<file path="src/rtl/rxbd_pkg.sv">
package rxbd_pkg;

    typedef enum logic [3:0] {
        S_START,
        S_RD_ST,
        S_RD_PH,
        S_RD_PL,
        S_RD_DN,
        S_ARMED,
        S_WB_LEN,
        S_WB_ST,
        S_BUSY
    } rxbd_state_e;

    // Status word bit positions (bit 15 is the most significant)
    localparam int unsigned BIT_E   = 15;
    localparam int unsigned BIT_W   = 13;
    localparam int unsigned BIT_I   = 12;
    localparam int unsigned BIT_L   = 11;
    localparam int unsigned BIT_F   = 10;
    localparam int unsigned BIT_CM  = 9;
    localparam int unsigned BIT_AB  = 3;
    localparam int unsigned BIT_CR  = 2;
    localparam int unsigned BIT_OV  = 1;

    localparam int unsigned OFS_STAT = 0;
    localparam int unsigned OFS_LEN  = 1;
    localparam int unsigned OFS_PH   = 2;
    localparam int unsigned OFS_PL   = 3;
    localparam int unsigned DESC_WORDS = 4;

endpackage

</file>
<file path="src/rtl/rxbd_byte_lane.sv">
module rxbd_byte_lane #(
    parameter int unsigned AW = 10,
    localparam int unsigned PW = AW + 1
) (
    input  logic [PW-1:0] byte_addr,
    input  logic [7:0]    din,
    output logic [AW-1:0] word_addr,
    output logic [1:0]    be,
    output logic [15:0]   wdata
);
    // Even byte address lands in the upper lane
    always_comb begin
        word_addr = byte_addr[PW-1:1];
        be        = byte_addr[0] ? 2'b01 : 2'b10;
        wdata     = {din, din};
    end
endmodule

</file>
<file path="src/rtl/rxbd_status_fmt.sv">
module rxbd_status_fmt
    import rxbd_pkg::*;
(
    input  logic        keep_w,
    input  logic        keep_i,
    input  logic        keep_cm,
    input  logic        last,
    input  logic        first,
    input  logic        err_ab,
    input  logic        err_cr,
    input  logic        err_ov,
    output logic [15:0] word
);
    always_comb begin
        word          = '0;
        word[BIT_W]   = keep_w;
        word[BIT_I]   = keep_i;
        word[BIT_CM]  = keep_cm;
        word[BIT_L]   = last;
        word[BIT_F]   = first;
        word[BIT_AB]  = err_ab;
        word[BIT_CR]  = err_cr;
        word[BIT_OV]  = err_ov;
    end
endmodule

</file>
<file path="src/rtl/rxbd_ring_ctrl.sv">
module rxbd_ring_ctrl
    import rxbd_pkg::*;
#(
    parameter int unsigned AW = 10
) (
    input  logic          clk,
    input  logic          rst_n,
    input  logic          rx_valid,
    input  logic [7:0]    rx_data,
    input  logic          rx_end,
    input  logic          rx_err_ovr,
    input  logic          rx_err_crc,
    input  logic          rx_err_abort,
    input  logic [AW-1:0] ring_base,
    input  logic [15:0]   max_len,
    output logic          mem_en,
    output logic          mem_we,
    output logic [1:0]    mem_be,
    output logic [AW-1:0] mem_addr,
    output logic [15:0]   mem_wdata,
    input  logic [15:0]   mem_rdata,
    output logic          irq,
    output logic          busy
);
    localparam int unsigned PW = AW + 1;

    typedef struct packed {
        rxbd_state_e    st;
        logic [AW-1:0]  cur;
        logic [15:0]    ptr_hi;
        logic [PW-1:0]  ptr;
        logic [15:0]    cnt;
        logic           w;
        logic           i;
        logic           cm;
        logic           lf;
        logic           ab;
        logic           cr;
        logic           ov;
        logic           first;
        logic           ovr;
        logic           irq;
    } ctrl_t;

    ctrl_t q, d;

    logic [PW-1:0] byte_addr;
    logic [AW-1:0] lane_addr;
    logic [1:0]    lane_be;
    logic [15:0]   lane_data;
    logic [15:0]   stat_word;
    logic [15:0]   cnt_inc;
    logic          err_any;

    assign byte_addr = q.ptr + PW'(q.cnt);
    assign cnt_inc   = q.cnt + 16'd1;
    assign err_any   = rx_err_ovr | rx_err_crc | rx_err_abort;

    rxbd_byte_lane #(.AW(AW)) i_lane (
        .byte_addr (byte_addr),
        .din       (rx_data),
        .word_addr (lane_addr),
        .be        (lane_be),
        .wdata     (lane_data)
    );

    rxbd_status_fmt i_fmt (
        .keep_w  (q.w),
        .keep_i  (q.i),
        .keep_cm (q.cm),
        .last    (q.lf),
        .first   (q.first),
        .err_ab  (q.ab),
        .err_cr  (q.cr),
        .err_ov  (q.ov | q.ovr),
        .word    (stat_word)
    );

    always_comb begin
        d         = q;
        d.irq     = 1'b0;
        mem_en    = 1'b0;
        mem_we    = 1'b0;
        mem_be    = 2'b11;
        mem_addr  = q.cur;
        mem_wdata = '0;
        unique case (q.st)
            S_START: begin
                d.cur = ring_base;
                d.st  = S_RD_ST;
            end
            S_RD_ST: begin
                mem_en   = 1'b1;
                mem_addr = q.cur + AW'(OFS_STAT);
                d.st     = S_RD_PH;
            end
            S_RD_PH: begin
                mem_en   = 1'b1;
                mem_addr = q.cur + AW'(OFS_PH);
                d.w      = mem_rdata[BIT_W];
                d.i      = mem_rdata[BIT_I];
                d.cm     = mem_rdata[BIT_CM];
                d.st     = mem_rdata[BIT_E] ? S_RD_PL : S_BUSY;
            end
            S_RD_PL: begin
                mem_en   = 1'b1;
                mem_addr = q.cur + AW'(OFS_PL);
                d.ptr_hi = mem_rdata;
                d.st     = S_RD_DN;
            end
            S_RD_DN: begin
                d.ptr = PW'({q.ptr_hi, mem_rdata});
                d.cnt = '0;
                d.lf  = 1'b0;
                d.ab  = 1'b0;
                d.cr  = 1'b0;
                d.ov  = 1'b0;
                d.st  = S_ARMED;
            end
            S_ARMED: begin
                if (err_any) begin
                    d.ab = rx_err_abort;
                    d.cr = rx_err_crc;
                    d.ov = rx_err_ovr;
                    d.st = S_WB_LEN;
                end else begin
                    if (rx_valid) begin
                        mem_en    = 1'b1;
                        mem_we    = 1'b1;
                        mem_addr  = lane_addr;
                        mem_be    = lane_be;
                        mem_wdata = lane_data;
                        d.cnt     = cnt_inc;
                        if (cnt_inc >= max_len) begin
                            d.st = S_WB_LEN;
                        end
                    end
                    if (rx_end) begin
                        d.lf = 1'b1;
                        d.st = S_WB_LEN;
                    end
                end
            end
            S_WB_LEN: begin
                mem_en    = 1'b1;
                mem_we    = 1'b1;
                mem_addr  = q.cur + AW'(OFS_LEN);
                mem_wdata = q.cnt;
                d.st      = S_WB_ST;
            end
            S_WB_ST: begin
                mem_en    = 1'b1;
                mem_we    = 1'b1;
                mem_addr  = q.cur + AW'(OFS_STAT);
                mem_wdata = stat_word;
                d.irq     = q.i;
                d.ovr     = 1'b0;
                d.first   = q.lf | q.ab | q.cr | q.ov;
                d.cur     = q.w ? ring_base : q.cur + AW'(DESC_WORDS);
                d.st      = S_RD_ST;
            end
            S_BUSY: begin
                if (rx_end || err_any) begin
                    d.first = 1'b1;
                    d.st    = S_RD_ST;
                end
            end
            default: d.st = S_START;
        endcase
        // Bytes arriving outside the fill and discard states are lost
        if (rx_valid && q.st != S_ARMED && q.st != S_BUSY) begin
            d.ovr = 1'b1;
        end
    end

    always_ff @(posedge clk) begin
        if (!rst_n) begin
            q       <= '0;
            q.st    <= S_START;
            q.first <= 1'b1;
        end else begin
            q <= d;
        end
    end

    assign irq  = q.irq;
    assign busy = (q.st == S_BUSY);

    AST_BUSY_NO_WRITE: assert property (@(posedge clk) disable iff (!rst_n)
        busy |-> !mem_we);

    AST_IRQ_SINGLE: assert property (@(posedge clk) disable iff (!rst_n)
        irq |=> !irq);

    AST_WB_OWNER_BACK: assert property (@(posedge clk) disable iff (!rst_n)
        (q.st == S_WB_ST) |-> (mem_we && !mem_wdata[BIT_E] && mem_wdata[14] == 1'b0));

    AST_NEXT_DESC: assert property (@(posedge clk) disable iff (!rst_n)
        (q.st == S_RD_ST && $past(q.st) == S_WB_ST) |->
        (mem_addr == ring_base || mem_addr == $past(q.cur) + AW'(DESC_WORDS)));

    AST_FILL_ONE_LANE: assert property (@(posedge clk) disable iff (!rst_n)
        (q.st == S_ARMED && mem_we) |-> $onehot(mem_be));

endmodule

</file>
<file path="config.mk">
export PLATFORM = sky130hd
export DESIGN_NAME = rxbd_ring_ctrl
export DESIGN_NICKNAME = d
export VERILOG_FILES = /design/src/rtl/rxbd_pkg.sv /design/src/rtl/rxbd_byte_lane.sv /design/src/rtl/rxbd_status_fmt.sv /design/src/rtl/rxbd_ring_ctrl.sv
export SDC_FILE = /design/constraint.sdc
export NUM_CORES = 1
export LEC_CHECK = 0
export ABC_AREA = 0
export ABC_CLOCK_PERIOD_IN_PS = 3000
export BUFFER_PORTS_ARGS = -buffer_cell sky130_fd_sc_hd__buf_2
export CORE_MARGIN = 2
export CORE_UTILIZATION = 35
export DETAILED_ROUTE_END_ITERATION = 8
export PLACE_DENSITY_LB_ADDON = 0.25
export SYNTH_ARGS = -nofsm -noshare
export SYNTH_HDL_FRONTEND = slang
export SYNTH_SLANG_ARGS = --single-unit
export TNS_END_PERCENT = 1
</file>
<file path="constraint.sdc">
create_clock -name clk -period 3 [get_ports clk]
set_input_delay 0.15 -clock clk [delete_from_list [all_inputs] [get_ports clk]]
set_output_delay 0.15 -clock clk [all_outputs]
set_load 0.05 [all_outputs]
</file>
==> impl_metrics.json, run 1 <==
{
  "status": "completed",
  "worstPathArrival_ns": 3.05,
  "synthMuxAreaShare_pct": 2.25,
  "relSlewSlack_pct": 42.6,
  "crit_family": "compound AO/OA/AOI/OAI gates",
  "ios": 89,
  "dp.cells": 781,
  "nets": 734,
  "synth_nets": 648,
  "clk_latency_ns": 0.29,
  "maxCapViolations": 0,
  "grt_overflow_total": 0,
  "syn_area_um2": 4050,
  "gp_congestion": 0.910,
  "r2r_end": "q[65]",
  "die_area_um2": 12500,
  "crit_type": "reg2reg",
  "fp.dieW_um": 112,
  "cp_max_fo": 5,
  "chipHeight_um": 112,
  "antenna_found_initial": 0,
  "clkSinkCount": 51,
  "routedWlPerCell_um": 15.9,
  "fin_skew_ns": 0.00783,
  "yosysWarningCount": 0,
  "row_count": 39,
  "synth.distinct_cells": 65,
  "r2r_slack_ns": 0.13,
  "synth_ff_type": "dfxtp_1",
  "cts_hold_buf": 0,
  "synth_top_family_by_area": "simple AND/OR/NAND/NOR gates",
  "final_common_cell": "buf_2",
  "path_cells": "ha_2 -> and3_4 -> nand4_1 -> or3_4 -> xnor2_2 -> ha_1 -> nand2_1 -> o21ai_0 -> a21oi_1 -> o21a_1 -> o211a_1 -> a311oi_1",
  "critPathBufInv": 0,
  "rsz0062_at_grt": "true",
  "setup_tns_ns": 0,
  "vias": 4326,
  "synth_edf_count": 0,
  "grt_start_max_net_pins": 47,
  "start_util_pct": 35.7,
  "period_minus_slack_ns": 2.87,
  "setup_violations": 0,
  "tightest_slew_ns": 0.860,
  "slowest_stage": "or3_4",
  "root_buffer": "clkbuf_16",
  "crit_required_ns": 3.18,
  "post-place-ws_ns": 0.0726,
  "clkTransAtPathRegs_ns": 0.07,
  "first_pass_iters": 5,
  "synth-xor-area-share_pct": 6.05,
  "cts_max_level": 2,
  "via_per_inst": 5.48,
  "crit_cells": 12,
  "areaGrowthSynthToFinish_pct": 21.7,
  "max_stage_delay_ns": 0.39,
  "fmax_mhz": 349,
  "hold_path.class": "in2reg",
  "io_buffers": 86,
  "final_cell_mix": "buf_2, nand2_1, a21oi_1",
  "cp-start-kind": "register",
  "synth_fa_ha_area_share_pct": 10.2,
  "drc": 0,
  "fin_cells": 789,
  "first_iter_violations": 257,
  "async_reset_ff_share_pct": 0,
  "avgSynthCellArea_um2": 7.25,
  "design.core.area_um2": 11400,
  "drive_above_1_share_pct": 22.3,
  "synth_cells": 559,
  "hold_violations": 0,
  "wl_mm": 12.5,
  "rr_startpoint": "q[10]",
  "synth_seq_area_share_pct": 25.2,
  "startpoint": "q[10]",
  "ys_ff_latch": 51,
  "setup_ws_ns": 0.133,
  "maxSlewViolCount": 0,
  "ir_worst_vdd_mv": 0.227,
  "antenna_cells": 0,
  "crit_end": "q[65]",
  "power_mw": 1.75,
  "powerDensity_nw_per_um2": 354,
  "postPlaceCellArea_um2": 4720,
  "grt_pass1_vias": 4152,
  "cts_tree": "yes",
  "rr_worst_depth": 12,
  "cts_buffers": 5,
  "place_hpwl_mm": 9.60,
  "fin_crit_sh_pct": 95.6,
  "crit_path_end_kind": "register",
  "grt_pass1_wl_mm": 20.3,
  "synth_compound_area_share_pct": 25.1,
  "grt_use_total_pct": 19.7,
  "stdcell_area_um2": 4930,
  "cts_buffer_depth": 2,
  "yosys.area_share.simple_pct": 25.5,
  "p_leak_nw": 2.23,
  "ant_nets": 0
}
-- power by group --
| part | internal, mW | switching [mW] |
|---|---|---|
| logic | 0.143 | 0.259 |
| clock network | 0.356 | 0.248 |
| registers | 0.703 | 0.0387 |
| total | 1.20 | 0.545 |
-- kinds of logic (layout without fill, tap and decap cells) --
| kind of cell | Yosys count | in the layout |
|---|---|---|
| and+or+nand+nor | 215 | 215 |
| AOI/OAI and AO/OA | 167 | 167 |
| buffers and inverters | 57 | 144 |
| DFF | 51 | 51 |
| adders and majority gates | 32 | 32 |
| xor gates and xnor gates | 28 | 28 |
| muxes | 9 | 9 |
-- worst register-to-register path, cell delays in order, from the launching register on --
cell and delay [ns]:
dfxtp_2 0.35, ha_2 0.21, and3_4 0.22, nand4_1 0.13, or3_4 0.39, xnor2_2 0.15, ha_1 0.28, nand2_1 0.06
o21ai_0 0.16, a21oi_1 0.09, o21a_1 0.16, o211a_1 0.27, a311oi_1 0.29
-- routing by layer --
metal  GRT usage [%]  routed length, um
met1            27.5               5870
met4            5.68                176
met5               0                  0
met3            2.12                642
met2            32.3               5840
-- synth_stat cells, drive strengths merged (5+ instances only) --
master  count  area, um^2
nand2      83         312
nand3      23         115
a22oi       7        52.6
o21ai      44         220
a211oi      6        45.0
or3         6        42.5
dfxtp      51        1020
ha         30         375
nand4       5        31.3
a22o        7        61.3
a21o        5        37.5
xnor2      14         123
o22ai       5        31.3
xor2       14         123
a21oi      60         304
buf        14        68.8
and3        6        37.5
clkbuf     17        65.1
nor2       46         178
nor3       11        65.1
mux2i       8        80.1
inv        26        97.6
nand2b     10        62.6
-- registers in the layout (all words and copies together), names as in the netlist --
| name | cells |
|---|---|
| q | 50 |
| irq | 1 |
-- how the worst min path moves through the flow --
stage	start	end	slack, ns	cells past startpoint
4_1_cts	ring_base[0]	q[53]	0.08	3
2_1_floorplan	rst_n	q[2]	0.21	1
5_1_grt	mem_rdata[0]	q[26]	0.10	3
6_report	ring_base[0]	q[53]	0.09	3
3_5_place_dp	ring_base[0]	q[53]	0.38	3
3_3_place_gp	ring_base[0]	q[53]	0.39	3
-- layout make-up --
type                       count  area (um^2)
multi-input combinational    451         2860
tap                          143          179
timing repair buffer         110          616
inverter                      26         97.6
clock buffer                   8          156
sequential                    51         1030
fill                        1189         6440
-- metrics by stage --
stage                     utilization (%)  hold WS (ns)
after floorplan                         -         0.212
after CTS                            42.9        0.0836
final                                43.4        0.0864
after detailed placement             41.5         0.382
after global placement               41.5         0.387
after global routing                 43.4         0.104
-- timing repair --
item / 4_1_cts / 5_1_grt
pin swaps: 0 / 4
resized for setup: 1 / 18
buffers inserted: 0 / 0
endpoints found under the setup margin: 1 / 8
Power figures use the tool's default switching activity.
==> inputs of run 2 (changes only) <==
==> constraint.sdc (replaced) <==
create_clock -name clk -period 3 [get_ports clk]
set_input_delay 0.75 -clock clk [delete_from_list [all_inputs] [get_ports clk]]
set_output_delay 0.75 -clock clk [all_outputs]
set_load 0.05 [all_outputs]
==> run 2 against run 1 <==
Against the previous run: the flow now finishes with violations (setup timing); hold slack better by 0.37 ns; via count up 2.7%; cell count up 2.9%; non-clock buffer count up 23; clock skew down 0.0010 ns; sequential cell count unchanged; first-iteration DRC count down 12%; critical path type is now reg2out.
==> impl_metrics.json, run 2 (synthesized netlist as in run 1, its figures left out) <==
{
  "status": "complete, but fails checks",
  "violations": "setup timing",
  "first_iter_violations": 227,
  "drc": 0,
  "hold_path.class": "reg2reg",
  "grt_pass1_wl_mm": 21.0,
  "crit_type": "reg2out",
  "fin_skew_ns": 0.00680,
  "crit_path_end_kind": "output port",
  "cts_max_level": 2,
  "cts_buffers": 5,
  "r2r_end": "q[65]",
  "vias": 4442,
  "gp_congestion": 0.924,
  "setup_ws_ns": -0.0968,
  "hold_path_end": "q[24]",
  "cts_buffer_depth": 2,
  "min_delay_path_depth": 2,
  "fin_cells": 812,
  "rsz0062_at_grt": "true",
  "path_cells": "and2b_1 -> nand2_2 -> nor2_4 -> inv_2 -> ha_4 -> a21oi_4 -> nor2_2 -> a22oi_1 -> buf_4 -> o311ai_4 -> buf_6",
  "die_area_um2": 12500,
  "powerDensity_nw_per_um2": 337,
  "grt_overflow_total": 0,
  "first_pass_iters": 5,
  "slowest_stage": "dfxtp_1",
  "rr_startpoint": "q[11]",
  "post-route-util_pct": 47.6,
  "critPathBufInv": 3,
  "io_buffers": 86,
  "cp-start-kind": "register",
  "chipHeight_um": 112,
  "setup_violations": 7,
  "final_common_cell": "nand2_1",
  "routedWlPerCell_um": 16.0,
  "ios": 89,
  "post-place-ws_ns": -0.158,
  "final_cell_mix": "nand2_1, buf_2, a21oi_1",
  "antenna_found_initial": 0,
  "start_util_pct": 35.7,
  "max_stage_delay_ns": 0.31,
  "maxSlewViolCount": 0,
  "drive_above_1_share_pct": 30.2,
  "maxCapViolations": 0,
  "dp.cells": 803,
  "grt_use_total_pct": 20.3,
  "design.core.area_um2": 11400,
  "hold_violations": 0,
  "largest_reg_flops": 50,
  "via_per_inst": 5.47,
  "worstPathArrival_ns": 2.35,
  "period_minus_slack_ns": 3.10,
  "rr_worst_depth": 12,
  "areaGrowthSynthToFinish_pct": 33.5,
  "row_count": 39,
  "relSlewSlack_pct": 43.8,
  "wl_mm": 13.0,
  "ant_nets": 0,
  "fp.dieW_um": 112,
  "crit_family": "simple AND/OR/NAND/NOR gates",
  "cts_hold_buf": 0,
  "fmax_mhz": 323,
  "grt_pass1_vias": 4324,
  "p_leak_nw": 2.40,
  "crit_required_ns": 2.25,
  "clk_latency_ns": 0.29,
  "min-delay-start": "q[24]",
  "cp_max_fo": 3,
  "root_buffer": "clkbuf_16",
  "nets": 757,
  "fin_crit_sh_pct": 103,
  "grt_start_max_net_pins": 47,
  "r2r_slack_ns": 0.09,
  "place_hpwl_mm": 9.94,
  "clkSinkCount": 51,
  "top_register": "q",
  "tightest_slew_ns": 0.843,
  "clkTransAtPathRegs_ns": 0.08,
  "ir_worst_vdd_mv": 0.262,
  "cts_tree": "yes",
  "antenna_cells": 0
}
==> run 2: changes by cell type in the layout (fill, tap and decap cells not counted), moves of 4 or more <==
cell / change
buf_4: +22
buf_2: -9
buf_6: +8
o21ai_0: -8
a21oi_1: -5
a21oi_4: +4
ha_4: +4
o21ai_1: +4
o21ai_2: +4
==> run 2: stage by stage <==
step | hold WS [ns] | power (mW) | instance area, um^2 | TNS, ns
after floorplan | 0.432 | 1.04 | 4120 | -0.370
after global placement | 0.438 | 1.17 | 4950 | -0.223
after detailed placement | 0.445 | 1.18 | 4950 | -0.255
after CTS | 0.456 | 1.82 | 5270 | -0.539
after global routing | 0.486 | 1.90 | 5410 | -1.11
final | 0.452 | 1.82 | 5410 | -0.248
==> run 2: worst min-delay path, stage by stage, from the launching register on <==
cell and delay [ns]:
dfxtp_1 0.31, nand2_1 0.05, a21oi_1 0.05
==> run 2: timing repair <==
| action | 4_1_cts | 5_1_grt |
|---|---|---|
| endpoints found under the setup margin | 12 | 30 |
| gates resized for setup | 41 | 37 |
| setup buffers | 1 | 0 |
| pin swaps | 16 | 11 |
==> run 2: final cells by class <==
class	count	area, um^2
Clock buffer	5	125
Multi-Input combinational cell	451	3100
Inverter	26	97.6
Timing Repair Buffer	133	853
Tap cell	143	179
Clock inverter	3	26.3
Fill cell	1127	5960
Sequential cell	51	1030
==> run 2: worst max path at each step <==
stage | start | endpoint | cells after the start
5_1_grt | q[26] | mem_addr[9] | 9
4_1_cts | q[66] | mem_addr[9] | 12
3_5_place_dp | q[10] | mem_addr[9] | 9
3_3_place_gp | q[10] | mem_addr[9] | 9
6_report | q[66] | mem_addr[7] | 11
2_1_floorplan | q[65] | mem_addr[9] | 12
==> run 2: layer usage <==
metal | wire length, um | vias up | GRT usage, %
li1 | - | 2214 | -
met1 | 5920 | 2068 | 27.8
met2 | 6140 | 146 | 34.2
met3 | 735 | 14 | 2.67
met4 | 179 | 0 | 4.77
met5 | 0 | - | 0
==> run 2: where the power goes <==
part           internal (mW)  switching, mW
clock network          0.318          0.279
logic                  0.191          0.293
registers              0.703         0.0397
total                   1.21          0.611
==> inputs of run 3 (changes only) <==
--- a/config.mk
+++ b/config.mk
@@ -6,6 +6,6 @@
 export NUM_CORES = 1
 export LEC_CHECK = 0
-export ABC_AREA = 0
-export ABC_CLOCK_PERIOD_IN_PS = 3000
+export ABC_AREA = 1
+export ABC_CLOCK_PERIOD_IN_PS = 3600
 export BUFFER_PORTS_ARGS = -buffer_cell sky130_fd_sc_hd__buf_2
 export CORE_MARGIN = 2
==> constraint.sdc (replaced) <==
create_clock -name clk -period 3.6 [get_ports clk]
set_input_delay 0.18 -clock clk [delete_from_list [all_inputs] [get_ports clk]]
set_output_delay 0.18 -clock clk [all_outputs]
set_load 0.05 [all_outputs]
==> run 3 against run 2 <==
Against the previous run: the run now ends clean; clock power fell by 6.0%; total power rose by 29%; clock skew fell by 0.0034 ns; combinational power rose by 120%; largest cell class unchanged; highest routed layer unchanged.
==> impl_metrics.json, run 3 <==
{
  "fp.dieW_um": 114,
  "final_common_cell": "nand2_1",
  "worstPathArrival_ns": 2.76,
  "cts_tree": "yes",
  "cts_max_level": 2,
  "tightest_slew_ns": 1.07,
  "fin_skew_ns": 0.00336,
  "first_iter_violations": 336,
  "synth_area_leader_cell": "dfxtp_1",
  "wl_mm": 12.8,
  "grt_start_max_net_pins": 31,
  "synth_cells": 656,
  "place_hpwl_mm": 10.3,
  "vias": 4568,
  "drc": 0,
  "clkTransAtPathRegs_ns": 0.07,
  "root_buffer": "clkbuf_16",
  "synth_seq_area_share_pct": 24.2,
  "top_register": "q",
  "chipHeight_um": 114,
  "grt_pass1_vias": 4456,
  "final_cell_mix": "nand2_1, inv_1, buf_2",
  "die_area_um2": 13000,
  "synth.most_common_cell": "nand2_1",
  "crit_top_cell": "nand3_1",
  "routedWlPerCell_um": 14.6,
  "p_leak_nw": 2.43,
  "antenna_found_initial": 0,
  "dr.max_layer_used": "met4",
  "ant_nets": 0,
  "io_buffers": 86,
  "stdcell_area_um2": 4930,
  "first_pass_iters": 5,
  "cts_buffers": 5,
  "cts_setup_buffers": 0,
  "gp_congestion": 0.933,
  "wl_met1_mm": 6.07,
  "cp_max_fo": 19,
  "synth_nets": 745,
  "relSlewSlack_pct": 28.8,
  "hold_violations": 0,
  "areaGrowthSynthToFinish_pct": 16.5,
  "setup_violations": 0,
  "avgSynthCellArea_um2": 6.44,
  "async_reset_ff_share_pct": 0,
  "critPathBufInv": 3,
  "grt_pass1_wl_mm": 21.6,
  "synth_edf_count": 0,
  "crit_family": "simple AND/OR/NAND/NOR gates",
  "path_cells": "inv_2 -> nor2_1 -> nand2_2 -> ha_1 -> a21oi_1 -> inv_1 -> nand3_1 -> nand3_1 -> nand3_1 -> o21ai_0 -> o21ai_0 -> buf_2",
  "fin_crit_sh_pct": 81.6,
  "grt_overflow_total": 0,
  "largest_reg_flops": 50,
  "clk_latency_ns": 0.29,
  "nets": 823,
  "clkSinkCount": 51,
  "crit_required_ns": 3.42,
  "powerDensity_nw_per_um2": 479,
  "slowest_stage": "dfxtp_1",
  "post-route-util_pct": 41.4,
  "maxCapViolations": 0,
  "drive_above_1_share_pct": 16.9,
  "synth_ff_type": "dfxtp_1",
  "yosysTopAreaCellShare_pct": 24.2,
  "cts_hold_buf": 0,
  "r2r_slack_ns": 0.76,
  "cp-start-kind": "register",
  "hold_path.class": "in2reg",
  "ir_worst_vdd_mv": 0.514,
  "ios": 89,
  "syn_area_um2": 4230,
  "wl_met2_mm": 5.88,
  "yosysWarningCount": 0,
  "wl_met3_um": 699,
  "fmax_mhz": 340,
  "row_count": 40,
  "cts_resized": 0,
  "synth.distinct_cells": 48,
  "rsz0062_at_grt": "false",
  "antenna_cells": 0,
  "synthTopCellsByArea": "dfxtp_1, nand2_1, ha_1, inv_1, a21oi_1",
  "design.core.area_um2": 11900,
  "start_util_pct": 35.5,
  "cts_buffer_depth": 2,
  "synth_commonest_cells": "nand2_1, inv_1, nor2_1",
  "period_minus_slack_ns": 2.94,
  "postPlaceCellArea_um2": 4750,
  "maxSlewViolCount": 0,
  "grt_use_total_pct": 20.5,
  "setup_tns_ns": 0,
  "status": "completed",
  "crit_path_end_kind": "output port",
  "crit_type": "reg2out",
  "max_stage_delay_ns": 0.40,
  "via_per_inst": 5.18,
  "ys_ff_latch": 51
}
[run 3: metrics by stage]
stage	setup WS [ns]	hold WS, ns	power, mW	cells
2_1_floorplan	0.896	0.315	1.54	656
3_3_place_gp	0.804	0.406	1.80	874
3_5_place_dp	0.757	0.409	1.81	874
4_1_cts	0.674	0.107	2.37	882
5_1_grt	0.400	0.119	2.53	882
6_report	0.661	0.111	2.36	882
[run 3: path summary, 6_finish.rpt]
check / from / end / cells past startpoint
hold / removal: mem_rdata[7] / q[33] / 3
setup / recovery: q[64] / mem_addr[3] / 12
hold reg to reg: q[1] / q[1] / 2
setup reg to reg: q[18] / q[64] / 17
[run 3: cell families (layout without fill, tap and decap cells)]
family,Yosys count,in the layout,share of synthesized area (%)
AOI/OAI and AO/OA,147,147,20.1
DFF,51,51,24.2
xor gates and xnor gates,16,16,3.32
adders and majority gates,32,32,9.83
and+or+nand+nor,292,292,31.1
buffers and inverters,117,196,11.2
muxes,1,1,0.266
[run 3: layout make-up]
cell class              instances  area, um^2
clock buffers                   5         125
fillers                      1320        6990
multi-input cells             488        2730
clock inverters                 3        46.3
inverters                     101         382
flip-flops and latches         51        1020
repair buffers                 87         438
well taps                     147         184
[run 3: power breakdown]
group	switching (mW)	internal, mW	total (mW)
sequential	0.0981	0.644	0.743
combinational	0.771	0.285	1.06
clock	0.230	0.331	0.561
[run 3: routing by layer]
layer | GRT usage, % | vias to the layer above
met4 | 5.12 | 0
met3 | 2.98 | 12
met2 | 34.9 | 146
met1 | 27.4 | 2074
met5 | 0 | -
li1 | - | 2336
[run 3: worst min-delay path, cell delays in order]
cell and delay, ns:
buf_2 0.07, nor2_1 0.03, nor2_1 0.08
